`src/rtl/wrb_pkg.sv`:
```
package wrb_pkg;
  // Kind of bus transfer seen in one cycle
  typedef enum logic [2:0] {
    ACC_IDLE  = 3'd0,
    ACC_WR_HI = 3'd1,
    ACC_WR_LO = 3'd2,
    ACC_RD_HI = 3'd3,
    ACC_RD_LO = 3'd4
  } acc_e;
endpackage

```
`src/rtl/wrb_decode.sv`:
```
module wrb_decode
  import wrb_pkg::*;
#(
  parameter int ADDR_W = 3,
  localparam int IDX_W = ADDR_W - 1
) (
  input  logic [ADDR_W-1:0] addr,
  input  logic              wr,
  input  logic              rd,
  output acc_e              kind,
  output logic [IDX_W-1:0]  idx
);
  assign idx = addr[ADDR_W-1:1];

  // A write takes precedence over a read in the same cycle
  always_comb begin
    if (wr)      kind = addr[0] ? ACC_WR_HI : ACC_WR_LO;
    else if (rd) kind = addr[0] ? ACC_RD_HI : ACC_RD_LO;
    else         kind = ACC_IDLE;
  end
endmodule

```
`src/rtl/wrb_temp.sv`:
```
module wrb_temp
  import wrb_pkg::*;
#(
  parameter int DATA_W = 8
) (
  input  logic              clk,
  input  logic              rst,
  input  acc_e              kind,
  input  logic              bypass,
  input  logic [DATA_W-1:0] wdata,
  input  logic [DATA_W-1:0] live_hi,
  output logic [DATA_W-1:0] temp_q
);
  always_ff @(posedge clk) begin
    if (rst) begin
      temp_q <= '0;
    end else begin
      case (kind)
        ACC_WR_HI: temp_q <= wdata;
        ACC_RD_LO: if (!bypass) temp_q <= live_hi;
        default:   temp_q <= temp_q;
      endcase
    end
  end
endmodule

```
`src/rtl/wrb_rdpath.sv`:
```
module wrb_rdpath
  import wrb_pkg::*;
#(
  parameter int DATA_W = 8,
  localparam int REG_W = 2 * DATA_W
) (
  input  logic              clk,
  input  logic              rst,
  input  acc_e              kind,
  input  logic              bypass,
  input  logic [REG_W-1:0]  live_sel,
  input  logic [DATA_W-1:0] temp_q,
  output logic [DATA_W-1:0] rd_data
);
  always_ff @(posedge clk) begin
    if (rst) begin
      rd_data <= '0;
    end else begin
      case (kind)
        ACC_RD_LO: rd_data <= live_sel[DATA_W-1:0];
        ACC_RD_HI: rd_data <= bypass ? live_sel[REG_W-1:DATA_W] : temp_q;
        default:   rd_data <= rd_data;
      endcase
    end
  end
endmodule

```
`src/rtl/wrb_commit.sv`:
```
module wrb_commit
  import wrb_pkg::*;
#(
  parameter int DATA_W   = 8,
  parameter int NUM_REGS = 4,
  localparam int REG_W = 2 * DATA_W,
  localparam int IDX_W = $clog2(NUM_REGS)
) (
  input  logic                clk,
  input  logic                rst,
  input  acc_e                kind,
  input  logic [IDX_W-1:0]    idx,
  input  logic [DATA_W-1:0]   temp_q,
  input  logic [DATA_W-1:0]   wdata,
  output logic [NUM_REGS-1:0] commit_stb,
  output logic [REG_W-1:0]    commit_data
);
  always_ff @(posedge clk) begin
    if (rst)                    commit_data <= '0;
    else if (kind == ACC_WR_LO) commit_data <= {temp_q, wdata};
  end

  for (genvar g = 0; g < NUM_REGS; g++) begin : g_stb
    always_ff @(posedge clk) begin
      if (rst) commit_stb[g] <= 1'b0;
      else     commit_stb[g] <= (kind == ACC_WR_LO) && (idx == IDX_W'(g));
    end
  end
endmodule

```
`src/rtl/wide_reg_bridge.sv`:
```
module wide_reg_bridge
  import wrb_pkg::*;
#(
  parameter int                DATA_W      = 8,
  parameter int                NUM_REGS    = 4,
  parameter logic [NUM_REGS-1:0] BYPASS_MASK = 4'b1100,
  localparam int REG_W  = 2 * DATA_W,
  localparam int IDX_W  = $clog2(NUM_REGS),
  localparam int ADDR_W = IDX_W + 1
) (
  input  logic                      clk,
  input  logic                      rst,
  input  logic [ADDR_W-1:0]         bus_addr,
  input  logic [DATA_W-1:0]         bus_wdata,
  input  logic                      bus_wr,
  input  logic                      bus_rd,
  input  logic [NUM_REGS*REG_W-1:0] live_regs,
  output logic [DATA_W-1:0]         rd_data,
  output logic [NUM_REGS-1:0]       commit_stb,
  output logic [REG_W-1:0]          commit_data
);
  acc_e              kind;
  logic [IDX_W-1:0]  idx;
  logic [REG_W-1:0]  live_arr [NUM_REGS];
  logic [REG_W-1:0]  live_sel;
  logic              bypass;
  logic [DATA_W-1:0] temp_q;

  for (genvar g = 0; g < NUM_REGS; g++) begin : g_unpack
    assign live_arr[g] = live_regs[g*REG_W +: REG_W];
  end

  assign live_sel = live_arr[idx];
  assign bypass   = BYPASS_MASK[idx];

  wrb_decode #(.ADDR_W(ADDR_W)) u_dec (
    .addr (bus_addr),
    .wr   (bus_wr),
    .rd   (bus_rd),
    .kind (kind),
    .idx  (idx)
  );

  wrb_temp #(.DATA_W(DATA_W)) u_temp (
    .clk     (clk),
    .rst     (rst),
    .kind    (kind),
    .bypass  (bypass),
    .wdata   (bus_wdata),
    .live_hi (live_sel[REG_W-1:DATA_W]),
    .temp_q  (temp_q)
  );

  wrb_rdpath #(.DATA_W(DATA_W)) u_rd (
    .clk      (clk),
    .rst      (rst),
    .kind     (kind),
    .bypass   (bypass),
    .live_sel (live_sel),
    .temp_q   (temp_q),
    .rd_data  (rd_data)
  );

  wrb_commit #(.DATA_W(DATA_W), .NUM_REGS(NUM_REGS)) u_cmt (
    .clk         (clk),
    .rst         (rst),
    .kind        (kind),
    .idx         (idx),
    .temp_q      (temp_q),
    .wdata       (bus_wdata),
    .commit_stb  (commit_stb),
    .commit_data (commit_data)
  );
endmodule

```
`config.mk`:
```
export PLATFORM = sky130hd
export DESIGN_NAME = wide_reg_bridge
export DESIGN_NICKNAME = d
export VERILOG_FILES = /design/src/rtl/wrb_pkg.sv /design/src/rtl/wrb_decode.sv /design/src/rtl/wrb_temp.sv /design/src/rtl/wrb_rdpath.sv /design/src/rtl/wrb_commit.sv /design/src/rtl/wide_reg_bridge.sv
export SDC_FILE = /design/constraint.sdc
export NUM_CORES = 1
export LEC_CHECK = 0
export BUFFER_PORTS_ARGS = -buffer_cell sky130_fd_sc_hd__buf_2
export CAP_MARGIN = 25
export CORE_MARGIN = 5
export CORE_UTILIZATION = 36
export DETAILED_ROUTE_END_ITERATION = 6
export PLACE_DENSITY = 0.73
export SLEW_MARGIN = 20
export SYNTH_ARGS = -nofsm -noshare
export SYNTH_HDL_FRONTEND = slang
export SYNTH_HIERARCHICAL = 1
export SYNTH_SLANG_ARGS = --single-unit
export TNS_END_PERCENT = 50
```
`constraint.sdc`:
```
create_clock -name clk -period 4.6 [get_ports clk]
set_clock_uncertainty 0.05 [all_clocks]
set_input_delay 0.46 -clock clk [delete_from_list [all_inputs] [get_ports clk]]
set_output_delay 0.46 -clock clk [all_outputs]
set_load 0.05 [all_outputs]
```
==> results of run 1 <==
[area by class of cell]
| cell class | count | share of cell area |
|---|---|---|
| inverters | 9 | 0.0116 |
| well taps | 77 | 0.0330 |
| repair buffers | 109 | 0.191 |
| flip-flops and latches | 36 | 0.247 |
| multi-input cells | 143 | 0.487 |
| clock buffers | 8 | 0.0309 |
[cell families (layout without fill, tap and decap cells)]
group / count (synthesis) / in the layout / synth area share
buf+inv: 26 / 126 / 0.0745
compound gates: 29 / 29 / 0.0978
mux: 40 / 40 / 0.271
flops: 36 / 36 / 0.313
simple gates: 74 / 74 / 0.244
[synthesized netlist by cell type, drive strengths merged]
cell type and number:
nand2b 33, clkbuf 4, o211a 1, nand2 1, nor4b 3, o21bai 1, and3b 1, o21a 1
inv 9, a221o 8, a211oi 7, o21ai 2, mux4 16, dfxtp 36, or4b 7, clkdlybuf4s25 1
and2b 1, nor3b 4, nor2 9, or3b 8, nand3b 1, nor3 2, nor4 2, buf 12
a21oi 9, nor2b 1, mux2i 24, nand4bb 1
[per-layer routing]
metal  share of wire  vias up
li1                -      970
met5               0        -
met1            0.43      933
met2            0.49       77
met3           0.059        6
met4           0.014        0
[worst max-delay path by stage]
stage	start	end	slack (ns)
after detailed placement	bus_addr[1]	u_temp/temp_q[5]$_SDFFE_PP0P_	2.09
after global placement	bus_addr[1]	u_temp/temp_q[6]$_SDFFE_PP0P_	2.11
final	bus_addr[1]	u_temp/temp_q[5]$_SDFFE_PP0P_	2.42
after CTS	bus_addr[1]	u_temp/temp_q[5]$_SDFFE_PP0P_	2.40
after floorplan	bus_addr[1]	u_temp/temp_q[0]$_SDFFE_PP0P_	2.37
after global routing	bus_addr[1]	u_temp/temp_q[6]$_SDFFE_PP0P_	2.22
[state kept, by name, indices dropped and copies added, names as in the netlist]
name               flops
u_temp/temp_q          8
u_rd/rd_data           8
u_cmt/commit_data     16
u_cmt/commit_stb       4
[worst register-to-register path, delay by kind of cell (launching register included)]
kind / cells / cell delay (ns)
flip-flops: 1 / 0.34
AO/OA/AOI/OAI: 1 / 0.27
multiplexers: 1 / 0.21
AND/OR/NAND/NOR: 1 / 0.07
[power groups by stage]
| stage | clock network (mW) | logic [mW] | registers (mW) |
|---|---|---|---|
| floorplan | 0 | 0.106 | 0.379 |
| global placement | 0 | 0.194 | 0.346 |
| detailed placement | 0 | 0.198 | 0.346 |
| CTS | 0.239 | 0.198 | 0.339 |
| global route | 0.252 | 0.213 | 0.341 |
| finish | 0.230 | 0.198 | 0.339 |
[stage by stage]
stage / setup slack (ns) / hold WS (ns)
CTS: 2.40 / 0.393
floorplan: 2.37 / 0.394
global route: 2.22 / 0.404
finish: 2.42 / 0.401
global placement: 2.11 / 0.406
detailed placement: 2.09 / 0.408
==> impl_results.md, run 1 <==
* Outcome: complete, no violations
* Core Region at around 6300 sq um
* Post-DR vias/cell at between 5 and 6
* Largest net degree at the start of global routing at 48
* Min-delay src: bus_wdata[1]
* Initial cell density of the core at 0.367
* Share of cells above drive strength 1 at 0.456
* Most frequent cells in the layout: 106 x buf_2, 36 x dfxtp_1, 33 x nand2b_1
* Clock latency on the worst-skew pair at between 0.2 and 0.3 ns
* Final Wtd Congestion at 0.759
* Final hold vios at 0
* Worst IR Drop VDD at about 0.13 mV
* WS Path Type: input port to register
* Die area at around 8100 sq um
* Post-Syn Instances at between 200 and 250
* RSZ-0062 raised after global routing: false
* Starting DRT DRC Count at slightly below 90
* Reg clk slew, reported paths at approximately 0.070 ns
* FF-to-FF End: u_rd/rd_data[5]$_SDFFE_PP0P_
* Routed WL at about 6.1 mm
* Worst min path class: input port to register
* Min Tclk post-route at about 2.2 ns
* Congestion Overflow GR at 0
* Post-synthesis sequential area ratio at 0.313
* Pint at 0.540 mW
* Area share of the leading cell type in the synthesized netlist at 0.313
* Crit Path Max Fanout at 20
* Slowest library cell on the worst path: mux4_1
* Die Y at between 80 and 90 um
* Hold Path Stages at 3
* Pwr Total at about 0.77 mW
* DRT Pass-1 Iters at 4
* DRC at 0
* Synth unique cells at just over 40
* Clock Tree Root: clkbuf_8
* P_leak at 1.27 nW
* First-pass GRT wire length at about 10 mm
* Clock buffer depth at 2
* Post-DP HPWL at between 4 and 5 mm
* Clock sink total at 36
* Clk pwr share at 0.300
* Port bufs at roughly 110
* Setup Buffers After CTS at 0
* Net Sw Power at approximately 0.23 mW
* Syn Area/Cell at 11.2 sq um
* Setup TNS at 0 ns
* Met3 Use GR at 0.0301
* # nets final at approximately 380
* Largest delay share family, worst path: multiplexers
* Final core utilization at 0.465
* Commonest non-fill, non-tap cell in the layout: buf_2
* Design area at between 2000 and 3000 sq um
* Critical Path AT at approximately 2.3 ns
* Fill cells at between 600 and 700
* Placed insts at between 300 and 400
* Synth-to-Final Area Change at 26.8%
* Placed cell area at 2820 sq um
* Area occupied by multi-input gates at about 1400 sq um
* Routed vias at 1,986
* GR Layer Usage met2 at 0.240
* Worst Path Required at roughly 4.7 ns
* Post-CTS Resized at 0
* TritonCTS Buffers at 5
* CP Capture Type: register
* Non-Filler Instances at around 380
* Post-Synthesis Cell Area at about 2300 sq um
* Slew @ Worst Pin at about 0.86 ns
* # rows at 29
* Initial antenna violation count at 0
* CTS tree: done
* Max-Cap Viols at 0
* Vias in the first global route at between 2,000 and 2,500
* WL/cell at between 15 and 20 um
* Setup Viol. Count Final at 0
* Ant diodes at 0
* Register bit total from synthesis at 36
* Top Ports at around 110
* FF-to-FF Start: u_temp/temp_q[5]$_SDFFE_PP0P_
* CP startpoint kind: input port
* DRT antenna net count at 0
* Slew headroom at 0.429
* GRT Max-Usage Layer: met2
* H-tree Lvls at 2
* Final period util at 0.475
* Switch share at 0.296
* CP Depth at 5
* Pwr dens at between 200 and 300 nW/um^2
* CP cell instances: buf_2 > mux4_1 > or4b_1 > a21oi_1 > a211oi_1
* FMAX at between 400 and 500 MHz
* Syn Nets at approximately 280
* Syn. warnings at 6
* Gate power share at 0.258
* Dominant cell type by area after synthesis: dfxtp_1
* Seq. cell area at 721 sq um
* Max stage delay on crit path at ~0.64 ns
* Max Slew Vio Count at 0
* Worst Path Buf+Inv at 1
* Reg2reg setup slack at around 3.6 ns
* GR Util met1 at 0.191
* Worst hold endpoint: u_cmt/commit_data[1]$_SDFFE_PP0N_
* Hold buffer count at CTS at 0
* Global-route usage over all layers at 0.147
* Synth area leaders: dfxtp_1 31%, mux2i_1 10%, mux4_2 9.8%, nand2b_1 9.0%, mux4_1 6.8%
* Worst Reg2Reg Path Length in Cells at 3
* Sequential fraction of design power at 0.442
* Die W at 90.0 um
Power figures use the tool's default switching activity.
==> inputs of run 2 (changes only) <==
--- a/config.mk
+++ b/config.mk
@@ -5,12 +5,13 @@
 export SDC_FILE = /design/constraint.sdc
 export NUM_CORES = 1
 export LEC_CHECK = 0
+export ABC_AREA = 1
 export BUFFER_PORTS_ARGS = -buffer_cell sky130_fd_sc_hd__buf_2
 export CAP_MARGIN = 25
 export CORE_MARGIN = 5
 export CORE_UTILIZATION = 36
 export DETAILED_ROUTE_END_ITERATION = 6
-export PLACE_DENSITY = 0.73
+export PLACE_DENSITY = 0.71
 export SLEW_MARGIN = 20
 export SYNTH_ARGS = -nofsm -noshare
 export SYNTH_HDL_FRONTEND = slang
==> constraint.sdc (replaced) <==
create_clock -name clk -period 2.3 [get_ports clk]
set_clock_uncertainty 0.05 [all_clocks]
set_input_delay 0.23 -clock clk [delete_from_list [all_inputs] [get_ports clk]]
set_output_delay 0.23 -clock clk [all_outputs]
set_load 0.05 [all_outputs]
==> run 2 against run 1 <==
Effect of this change: design area increased by 15%; cell count increased by 82%; critical endpoint is now u_rd/rd_data[7]$_SDFFE_PP0P_; setup slack got worse by 1.4 ns; sequential cell count unchanged; die area increased by 17%; wire length increased by 21%; sequential share of layout area decreased by 3.3 points; combinational power increased to 2.9 times the previous value; non-clock buffer count increased by 1; count of clock-buffer cells in the layout decreased by 3.
==> impl_results.md, run 2 <==
* Largest registers: u_cmt/commit_data: 16 flops, u_rd/rd_data: 8 flops, u_temp/temp_q: 8 flops
* Top post-synthesis cells by count: 198 x nand2_1, 96 x inv_1, 68 x nor2_1, 50 x nand3_1, 36 x dfxtp_1
* Synth-to-Final Area Change at 22.7%
* Async S/R FF share, synth at 0 (unchanged)
* Die area at 9470 sq um (+17%)
* Crit Path Max Fanout at 24 (+20%)
* DRT antenna net count at 0 (unchanged)
* Most frequent cells in the layout: 198 x nand2_1, 106 x buf_2, 96 x inv_1
* Hold buffer count at CTS at 0 (unchanged)
* Setup Viol. Count Final at 0 (unchanged)
* CP Capture Type: register
* # nets final at 676 (+77%)
* Post-CTS Resized at 0 (unchanged)
* Routed WL at 7.34 mm (+21%)
* Top reg by flops: u_cmt/commit_data
* Clock buffer depth at 2 (unchanged)
* FMAX at roughly 760 MHz
* Count leader, synth: nand2_1
* Vias in the first global route at 2,801 (+38%)
* Initial cell density of the core at 0.374 (+0.00771)
* Pwr dens at 541 nW/um^2 (+110%)
* Number of synthesized flops with an enable pin at 0 (unchanged)
* Top Ports at 107 (unchanged)
* Setup TNS at 0 ns (unchanged)
* First-pass GRT wire length at 12.3 mm (+25%)
* Routed vias at 3,050 (+54%)
* Fin Hold WS at 0.140 ns (-0.261 ns)
* Outcome: complete, no violations
* Dominant cell type by area after synthesis: nand2_1
* Ys flop type: dfxtp_1
* Min Tclk post-route at 1.32 ns
* Clock latency on the worst-skew pair at 0.28 ns (about the same)
* DRT Pass-1 Iters at 4 (unchanged)
* Post-synthesis sequential area ratio at 0.263 (-0.0505)
* H-tree Lvls at 2 (unchanged)
* Die W at 97.3 um (+8.2%)
* Area share of the leading cell type in the synthesized netlist at 0.271 (-0.0423)
* Clock Tree Root: clkbuf_8
* WS Path Type: input port to register
* Max-Cap Viols at 0 (unchanged)
* Largest net degree at the start of global routing at 37 (-23%)
* Critical Path AT at 1.45 ns (-0.82 ns)
* Register bit total from synthesis at 36 (unchanged)
* Commonest non-fill, non-tap cell in the layout: nand2_1
* # rows at 31 (+6.9%)
* Synth area leaders: nand2_1 27%, dfxtp_1 26%, inv_1 13%, nor2_1 9.3%, nand3_1 9.1%
* Initial antenna violation count at 0 (unchanged)
* Post-Synthesis Cell Area at 2750 sq um (+19%)
* Synth unique cells at 20 (-51%)
* CP startpoint kind: input port
* Final period util at 0.575
* Post-DP HPWL at 5.79 mm (+26%)
* Share of cells above drive strength 1 at 0.227 (-0.228)
* Worst Path Required at 2.43 ns (-2.26 ns)
* Post-DR vias/cell at 4.38 (-16%)
* Slew headroom at 0.684 (+0.255)
* Congestion Overflow GR at 0 (unchanged)
* WL/cell at 10.5 um (-34%)
* Slew @ Worst Pin at 0.471 ns (-0.385 ns)
* Post-Syn Instances at 499 (+140%)
* Syn Area/Cell at 5.50 sq um (-51%)
* DRC at 0 (unchanged)
* Worst min path class: input port to register
* RSZ-0062 raised after global routing: false
* Syn. warnings at 6 (unchanged)
* Final Wtd Congestion at 0.820 (+7.9%)
* Final hold vios at 0 (unchanged)
* Die Y at 97.3 um (+8.2%)
* Starting DRT DRC Count at 158 (+82%)
* Core Region at 7330 sq um (+17%)
* Ant diodes at 0 (unchanged)
* Setup Buffers After CTS at 0 (unchanged)
* Max reg flops at 16 (unchanged)
* Syn Nets at 578 (+100%)
* Global-route usage over all layers at 0.151 (+0.00470)
* Clock sink total at 36 (unchanged)
* Port bufs at 106 (unchanged)
* TritonCTS Buffers at 5 (unchanged)
* CTS tree: done
* Max Slew Vio Count at 0 (unchanged)
* Reg clk slew, reported paths at 0.07 ns (about the same)
* Worst IR Drop VDD at 0.222 mV (+76%)
* P_leak at 2.18 nW (+71%)
==> run 2: worst paths after layout <==
| check | slack, ns | cells after the start | to | start |
|---|---|---|---|---|
| setup reg to reg | 1.43 | 6 | u_rd/rd_data[0]$_SDFFE_PP0P_ | u_temp/temp_q[0]$_SDFFE_PP0P_ |
| hold reg to reg | 0.46 | 4 | u_cmt/commit_data[4]$_SDFFE_PP0N_ | u_cmt/commit_data[4]$_SDFFE_PP0N_ |
| hold / removal | 0.14 | 3 | u_cmt/commit_data[5]$_SDFFE_PP0N_ | bus_wdata[5] |
| setup / recovery | 0.98 | 11 | u_rd/rd_data[7]$_SDFFE_PP0P_ | bus_addr[1] |
==> run 2: critical path: stages <==
cell     delay, ns
buf_2         0.22
buf_4         0.30
nand2_1       0.08
nand3_1       0.10
nand2_1       0.10
nand2_1       0.09
nand2_1       0.07
nand2_1       0.06
nand2_1       0.05
nor2_1        0.09
nor2_1        0.05
==> run 2: cell type report <==
class                   count  area (sq um)
fillers                   771          3960
multi-input cells         340          1450
flip-flops and latches     36           721
repair buffers            110           561
inverters                 104           398
well taps                  99           124
clock buffers               5          68.8
clock inverters             3          42.5
==> run 2: layer usage <==
| metal | track usage | vias to the layer above | share of wire |
|---|---|---|---|
| met3 | 0.0316 | 9 | 0.050 |
| met2 | 0.262 | 81 | 0.49 |
| met5 | 0 | - | 0 |
| met4 | 0.0362 | 0 | 0.0093 |
| met1 | 0.193 | 1319 | 0.45 |
| li1 | - | 1641 | - |
==> run 2: where the power goes <==
| group | leakage (nW) | internal, mW | switching (mW) |
|---|---|---|---|
| registers | 0.296 | 0.670 | 0.0257 |
| clock network | 0.0541 | 0.321 | 0.232 |
| logic | 1.83 | 0.191 | 0.383 |
| total | 2.18 | 1.18 | 0.640 |
==> run 2: logic make-up (layout without fill, tap and decap cells) <==
| logic type | Yosys count | count (layout) | share of synthesized area |
|---|---|---|---|
| buf+inv | 123 | 222 | 0.208 |
| flops | 36 | 36 | 0.263 |
| simple gates | 340 | 340 | 0.530 |
==> run 2: stage by stage <==
step / area (sq um) / instances / total power [mW] / utilization / worst slack [ns]
after detailed placement: 3260 / 689 / 1.29 / 0.444 / 0.687
after global routing: 3370 / 697 / 1.94 / 0.459 / 0.807
final: 3370 / 697 / 1.82 / 0.459 / 0.978
after global placement: 3260 / 689 / 1.28 / 0.444 / 0.702
after CTS: 3370 / 697 / 1.84 / 0.459 / 0.950
after floorplan: 2750 / 499 / 1.14 / - / 0.791
